<file path="config.mk">
export PLATFORM = sky130hd
export DESIGN_NAME = ptimer24
export DESIGN_NICKNAME = d
export VERILOG_FILES = /design/src/rtl/ptimer24.sv
export SDC_FILE = /design/constraint.sdc
export NUM_CORES = 1
export LEC_CHECK = 0
export ABC_CLOCK_PERIOD_IN_PS = 3000
export CORE_MARGIN = 8
export CORE_UTILIZATION = 64
export CTS_CLUSTER_SIZE = 20
export DETAILED_ROUTE_END_ITERATION = 10
export DONT_BUFFER_PORTS = 1
export PLACE_DENSITY = 0.84
export SYNTH_ARGS = -nofsm -noshare
export SYNTH_HDL_FRONTEND = slang
export SYNTH_SLANG_ARGS = --single-unit
</file>
<file path="constraint.sdc">
create_clock -name clk -period 3 [get_ports clk]
set_input_delay 0.15 -clock clk [delete_from_list [all_inputs] [get_ports clk]]
set_output_delay 0.15 -clock clk [all_outputs]
set_load 0.05 [all_outputs]
</file>
<file path="src/rtl/ptimer24.sv">
module ptimer24 #(
  parameter int PRE_W = 5
) (
  input  logic       clk,
  input  logic       rst_n,
  input  logic       wr_en,
  input  logic [2:0] addr,
  input  logic [7:0] wdata,
  output logic [7:0] rdata,
  input  logic       ext_clk,
  output logic       tmr_out,
  output logic       irq
);
  localparam int CNT_W = 24;

  logic [5:0]       ctrl;
  logic [CNT_W-1:0] preload, cnt;
  logic [PRE_W-1:0] pre;
  logic             flag, done, tout;
  logic [2:0]       sync;

  wire run      = ctrl[0];
  wire [1:0] mode = ctrl[2:1];
  wire ext_sel  = ctrl[3];
  wire pre_en   = ctrl[4];
  wire irq_en   = ctrl[5];

  wire ext_rise = sync[1] & ~sync[2];
  wire src_evt  = ext_sel ? ext_rise : 1'b1;
  wire tick     = pre_en ? (src_evt && (&pre)) : src_evt;
  wire at_zero  = (cnt == '0);
  wire zero_evt = run && tick && at_zero && !(mode[1] && done);
  wire clr_req  = wr_en && addr == 3'd7 && wdata[0];

  assign irq     = flag & irq_en;
  assign tmr_out = tout;

  always_comb begin
    case (addr)
      3'd0: rdata = {2'b00, ctrl};
      3'd1: rdata = preload[7:0];
      3'd2: rdata = preload[15:8];
      3'd3: rdata = preload[23:16];
      3'd4: rdata = cnt[7:0];
      3'd5: rdata = cnt[15:8];
      3'd6: rdata = cnt[23:16];
      default: rdata = {7'd0, flag};
    endcase
  end

  always_ff @(posedge clk or negedge rst_n) begin
    if (!rst_n) begin
      ctrl    <= '0;
      preload <= '0;
      cnt     <= '0;
      pre     <= '0;
      flag    <= 1'b0;
      done    <= 1'b0;
      tout    <= 1'b0;
      sync    <= '0;
    end else begin
      sync <= {sync[1:0], ext_clk};

      if (wr_en) begin
        case (addr)
          3'd0: ctrl <= wdata[5:0];
          3'd1: preload[7:0]   <= wdata;
          3'd2: preload[15:8]  <= wdata;
          3'd3: preload[23:16] <= wdata;
          default: ;
        endcase
      end

      if (zero_evt)     flag <= 1'b1;
      else if (clr_req) flag <= 1'b0;

      if (!run) begin
        cnt  <= preload;
        pre  <= '0;
        done <= 1'b0;
        tout <= 1'b0;
      end else begin
        if (src_evt && pre_en) pre <= pre + 1'b1;
        if (tick) begin
          if (!at_zero) begin
            cnt <= cnt - 1'b1;
          end else if (mode[1]) begin
            cnt  <= '1;
            done <= 1'b1;
          end else begin
            cnt <= preload;
            if (mode == 2'b01) tout <= ~tout;
          end
        end
      end
    end
  end
endmodule


</file>
==> results of run 1 <==
## metrics by stage
step / setup WS [ns] / utilization / std cells / cell area [sq um]
floorplan: 0.687 / - / 411 / 3870
global placement: 0.528 / 0.677 / 478 / 3980
detailed placement: 0.395 / 0.677 / 478 / 3980
CTS: 0.377 / 0.736 / 505 / 4330
global route: 0.186 / 0.736 / 505 / 4330
finish: 0.268 / 0.736 / 505 / 4330
## registers in the layout, indices dropped and copies added, names as in the netlist
register  flops
cnt          24
preload      24
ctrl          6
pre           5
sync          3
done          1
flag          1
tmr_out       1
## layout by cell type (no fill, tap or decap), types with 11 or more instances in the layout
cell type  instances
dfrtp_1           65
nor2_1            47
a21oi_1           31
mux2_2            30
nand2_1           23
o21ai_0           17
nor3_1            17
buf_4             16
mux2i_1           14
inv_1             11
nor4_1            11
## worst max-delay path by stage
stage / end / cells after the start
4_1_cts: cnt[7] / 8
2_1_floorplan: cnt[7] / 8
3_5_place_dp: cnt[7] / 8
5_1_grt: cnt[7] / 8
6_report: cnt[7] / 8
3_3_place_gp: cnt[7] / 8
## power by group through the flow
stage          sequential [mW]  clock [mW]  combinational [mW]
5_1_grt                   1.53       0.868                1.25
4_1_cts                   1.48       0.846                1.12
3_5_place_dp              1.49           0                1.08
3_3_place_gp              1.48           0                1.03
6_report                  1.51       0.839                1.15
2_1_floorplan             1.31           0               0.904
## cell type report
class	instances	area, sq um	area share
inverters	11	41.3	0.00953
repair buffers	27	248	0.0572
flip-flops and latches	65	1630	0.376
clock buffers	11	141	0.0326
clock inverters	5	78.8	0.0182
well taps	75	93.8	0.0217
multi-input cells	311	2100	0.485
## logic make-up after synthesis
logic type,Yosys count,share of synthesized area
simple gates,156,0.213
buf+inv,35,0.0387
compound gates,97,0.163
flops,65,0.420
fa+ha+maj,4,0.0129
mux,46,0.135
xor+xnor,8,0.0181
## routing by layer
| metal | vias to the layer above | share of wire | GRT usage |
|---|---|---|---|
| met5 | - | 0 | 0 |
| met4 | 0 | 0.026 | 0.0938 |
| met3 | 44 | 0.13 | 0.0727 |
| met2 | 280 | 0.47 | 0.417 |
| met1 | 1691 | 0.38 | 0.358 |
| li1 | 1557 | - | - |
==> flow_metrics.tcl, run 1 <==
set metrics [dict create \
    crit_slowest_cell "or4b_1" \
    cts_hold_buffers 11 \
    clkPwrFrac 0.240 \
    io_pins 25 \
    htree_levels 3 \
    tns_ns 0 \
    place.gp.congestion 1.01 \
    period_needed_ns 2.73 \
    whs_ns 0.0943 \
    syn2layout_area_growth_pct 11.8 \
    avgViaCountPerCell 7.07 \
    globalRoute.totalOverflow 0 \
    core_sq_um 5890 \
    synth.top_cells.by_count "dfrtp_1, nor2_1, a21oi_1, mux2_2, nand2_1" \
    cp_num_buf_inv 2 \
    chipHeight_um 93.8 \
    track_usage 0.271 \
    cts_buffer_depth 2 \
    rsz0062_at_grt "false" \
    cap_violations 0 \
    ys_warn_count 0 \
    min_period_over_period 0.911 \
    setup_viol 0 \
    nNetsFinal 444 \
    maxSlewHeadroom 0.346 \
    die_w_um 93.8 \
    cts.sinks 65 \
    ir_drop_uv 618 \
    grt_antenna_before_repair 0 \
    reg2reg_slack_ns 0.27 \
    min_path_type "in2reg" \
    post-route-drc-count 0 \
    path_max_fanout 13 \
    synth_top_area_frac 0.420 \
    ys_seq_elements 65 \
    grt_pass1_vias 3483 \
    r2r_end "cnt[7]" \
    dr.pass1.iters 7 \
    port_buffers 0 \
    hp-start "addr[1]" \
    wirelength_um 11100 \
    numCtsBuffers 9 \
    fin_skew_ns 0.00707 \
    drv_slew 0 \
    crit_path_cell_trace "inv_1 -> ha_1 -> or4b_1 -> or2_2 -> nor3_4 -> buf_4 -> mux2i_1 -> o211ai_2" \
    cts_root_buf "clkbuf_8" \
    grt_max_degree 66 \
    final_hold_viol_count 0 \
    seqPwrFrac 0.431 \
    crit_path_start_kind "flop" \
    tightest_slew_ns 0.975 \
    cp_top_family "simple AND/OR/NAND/NOR gates" \
    fmaxAchievable_mhz 366 \
    synth.distinct_cells 60 \
    async_reset_ff_frac 1.00 \
    path_clk_slew_ns 0.07 \
    post-cts-setup-buffer-count 0 \
    cp-startpoint "cnt[0]" \
    power.total_mw 3.49 \
    required_ns 3.21 \
    min_to "preload[4]" \
    synth_flop_cell "dfrtp_1" \
    placementRows 28 \
    start_util 0.658 \
    via_count 3572 \
    ctsResizeCount 0 \
    leakage_nw 1.80 \
    drive_above_1_share 0.186 \
    status "complete, no violations" \
    yosysMostFrequentCell "dfrtp_1" \
    ys_seq_area_frac 0.420 \
    syn-num-nets 430 \
    power_per_cell_area_nw_per_um2 807 \
    wl_per_cell_um 22.1 \
    syn_inst 411 \
    p_int_mw 2.08 \
    yosysTopAreaCell "dfrtp_1" \
    fillCellCount 389 \
    p_comb_frac 0.329 \
    diodes 0 \
    crit_path_end_kind "flop" \
    synth.area.top_cells "dfrtp_1, mux2_2, nor2_1" \
    tritoncts "yes" \
    clk_latency_ns 0.34 \
    reg2reg_from "cnt[0]" \
    cp.arrival_ns 2.95 \
    drt_iter0_drc 567 \
    critical_path_class "reg2reg" \
    r2r_cells 8 \
    synth_area_sq_um 3870 \
    synth-edff-count 0 \
    dp_hpwl_um 7660 \
    min_path_cells 2 \
    avgSynthCellArea_sq_um 9.43 \
    switching_share 0.405 \
    ant_nets 0 \
    grt_pass1_wl_um 18600 \
    dieArea_sq_um 8800 \
    slowest_delay_ns 0.45 \
    switchingPower_mw 1.41 \
]
Power figures use the tool's default switching activity.
==> run 2: changes to the inputs <==
--- a/config.mk
+++ b/config.mk
@@ -8,9 +8,9 @@
 export ABC_CLOCK_PERIOD_IN_PS = 3000
 export CORE_MARGIN = 8
-export CORE_UTILIZATION = 64
+export CORE_UTILIZATION = 60
 export CTS_CLUSTER_SIZE = 20
 export DETAILED_ROUTE_END_ITERATION = 10
 export DONT_BUFFER_PORTS = 1
-export PLACE_DENSITY = 0.84
+export PLACE_DENSITY = 0.8
 export SYNTH_ARGS = -nofsm -noshare
 export SYNTH_HDL_FRONTEND = slang
==> constraint.sdc (replaced) <==
create_clock -name clk -period 3 [get_ports clk]
set_input_delay 0.3 -clock clk [delete_from_list [all_inputs] [get_ports clk]]
set_output_delay 0.3 -clock clk [all_outputs]
set_load 0.05 [all_outputs]
==> run 2 against run 1 <==
Final cell count is 1.2% lower. Fmax is 7.3% higher. Sequential cell count stayed put. Die area is 5.5% higher. Critical endpoint is now cnt[19]. Largest power group unchanged.
==> flow_metrics.tcl, run 2 (synthesis gave the netlist of run 1 again) <==
set metrics [dict create \
    wl_per_cell_um 22.2 \
    switchingPower_mw 1.42 \
    wl_met3_um 1430 \
    seqPwrFrac 0.447 \
    dr.pass1.iters 5 \
    power_per_cell_area_nw_per_um2 798 \
    grt_antenna_before_repair 0 \
    cts_buffer_depth 2 \
    top_regs "cnt (24), preload (24), ctrl (6)" \
    drt_iter0_drc 464 \
    switching_share 0.419 \
    min_path_type "in2reg" \
    dieArea_sq_um 9290 \
    r2r_end "cnt[19]" \
    grt_max_degree 66 \
    reg2reg_slack_ns 0.45 \
    diodes 0 \
    crit_path_start_kind "flop" \
    track_usage 0.259 \
    wl_met2_um 4930 \
    clkPwrFrac 0.223 \
    tritoncts "yes" \
    maxSlewHeadroom 0.322 \
    cap_violations 0 \
    syn2layout_area_growth_pct 9.30 \
    htree_levels 3 \
    post-cts-setup-buffer-count 0 \
    rsz0062_at_grt "false" \
    cp_top_family "simple AND/OR/NAND/NOR gates" \
    via_count 3508 \
    top_layer_used "met4" \
    final_hold_viol_count 0 \
    drive_above_1_share 0.192 \
    chipHeight_um 96.4 \
    cp_num_buf_inv 2 \
    drv_slew 0 \
    period_needed_ns 2.55 \
    tightest_slew_ns 1.01 \
    hp-start "wdata[2]" \
    critical_path_class "reg2reg" \
    r2r_cells 8 \
    drt-met1-wl_um 4370 \
    port_buffers 0 \
    fmaxAchievable_mhz 393 \
    dp_hpwl_um 7640 \
    place.gp.congestion 0.938 \
    final_util 0.671 \
    wirelength_um 11100 \
    path_max_fanout 17 \
    status "complete, no violations" \
    core_sq_um 6310 \
    cts_root_buf "clkbuf_8" \
    reg2reg_from "cnt[0]" \
    globalRoute.totalOverflow 0 \
    final_common_cell "dfrtp_1" \
    p_comb_frac 0.331 \
    slowest_delay_ns 0.46 \
    ctsResizeCount 0 \
    nNetsFinal 437 \
    tns_ns 0 \
    ir_drop_uv 553 \
    p_int_mw 1.96 \
    crit_path_end_kind "flop" \
    start_util 0.614 \
    final_cell_mix "dfrtp_1, nor2_1, a21oi_1, mux2_2, nand2_1" \
    grt_pass1_vias 3434 \
    min_path_cells 2 \
    setup_viol 0 \
    leakage_nw 1.75 \
    die_w_um 96.4 \
    crit_slowest_cell "or4b_1" \
    fillCellCount 502 \
    min_period_over_period 0.848 \
    io_pins 25 \
    min_to "ctrl[2]" \
    cts.sinks 65 \
    crit_path_cell_trace "inv_1 -> ha_1 -> or4b_1 -> or2_2 -> nor3_4 -> buf_4 -> o21ai_0 -> a221oi_1" \
    required_ns 3.24 \
    clk_latency_ns 0.35 \
    ant_nets 0 \
    cp.depth 8 \
    fin_skew_ns 0.00601 \
    avgViaCountPerCell 7.03 \
    path_clk_slew_ns 0.08 \
    numCtsBuffers 9 \
    grt_pass1_wl_um 18200 \
    cp.arrival_ns 2.79 \
    placementRows 29 \
    post-route-drc-count 0 \
    whs_ns 0.0713 \
]
## run 2: layout make-up
type	count	area, sq um	share of cell area
clock inverter	6	70.1	0.0165
inverter	11	41.3	0.00975
tap	77	96.3	0.0227
timing repair buffer	20	175	0.0414
clock buffer	9	124	0.0292
sequential	65	1630	0.384
multi-input combinational	311	2100	0.496
## run 2: what timing repair did
item | CTS | global route
hold buffers | 3 | 0
setup endpoints to repair | 0 | 0
hold endpoints to repair | 66 | 0
## run 2: per-layer routing
layer	up-vias	GRT usage
met3	43	0.0803
met2	243	0.384
met1	1679	0.344
met5	-	0
met4	0	0.110
li1	1543	-
## run 2: how the worst max path moves through the flow
stage | from | slack, ns | to
after floorplan | addr[2] | 0.41 | rdata[6]
after global placement | cnt[0] | 0.64 | cnt[19]
after detailed placement | cnt[0] | 0.56 | cnt[19]
after CTS | cnt[0] | 0.55 | cnt[19]
after global routing | cnt[0] | 0.39 | cnt[19]
final | cnt[0] | 0.45 | cnt[19]
## run 2: power groups by stage
| stage | registers, mW | clock network (mW) | logic (mW) |
|---|---|---|---|
| floorplan | 1.31 | 0 | 0.904 |
| CTS | 1.48 | 0.752 | 1.10 |
| global route | 1.53 | 0.785 | 1.22 |
| global placement | 1.48 | 0 | 1.04 |
| detailed placement | 1.50 | 0 | 1.06 |
| finish | 1.51 | 0.753 | 1.12 |
## run 2: through the flow
stage | cell area (sq um) | total power [mW] | worst slack (ns) | cells
after floorplan | 3870 | 2.21 | 0.411 | 411
after global placement | 3990 | 2.52 | 0.638 | 481
after detailed placement | 3990 | 2.56 | 0.560 | 481
after CTS | 4240 | 3.33 | 0.548 | 499
after global routing | 4240 | 3.54 | 0.391 | 499
final | 4240 | 3.38 | 0.455 | 499
## run 2: worst reg2reg max path, stage by stage, from the launching register on
cell and delay [ns]:
dfrtp_1 0.45, inv_1 0.14, ha_1 0.14, or4b_1 0.46, or2_2 0.34, nor3_4 0.18
buf_4 0.26, o21ai_0 0.13, a221oi_1 0.34
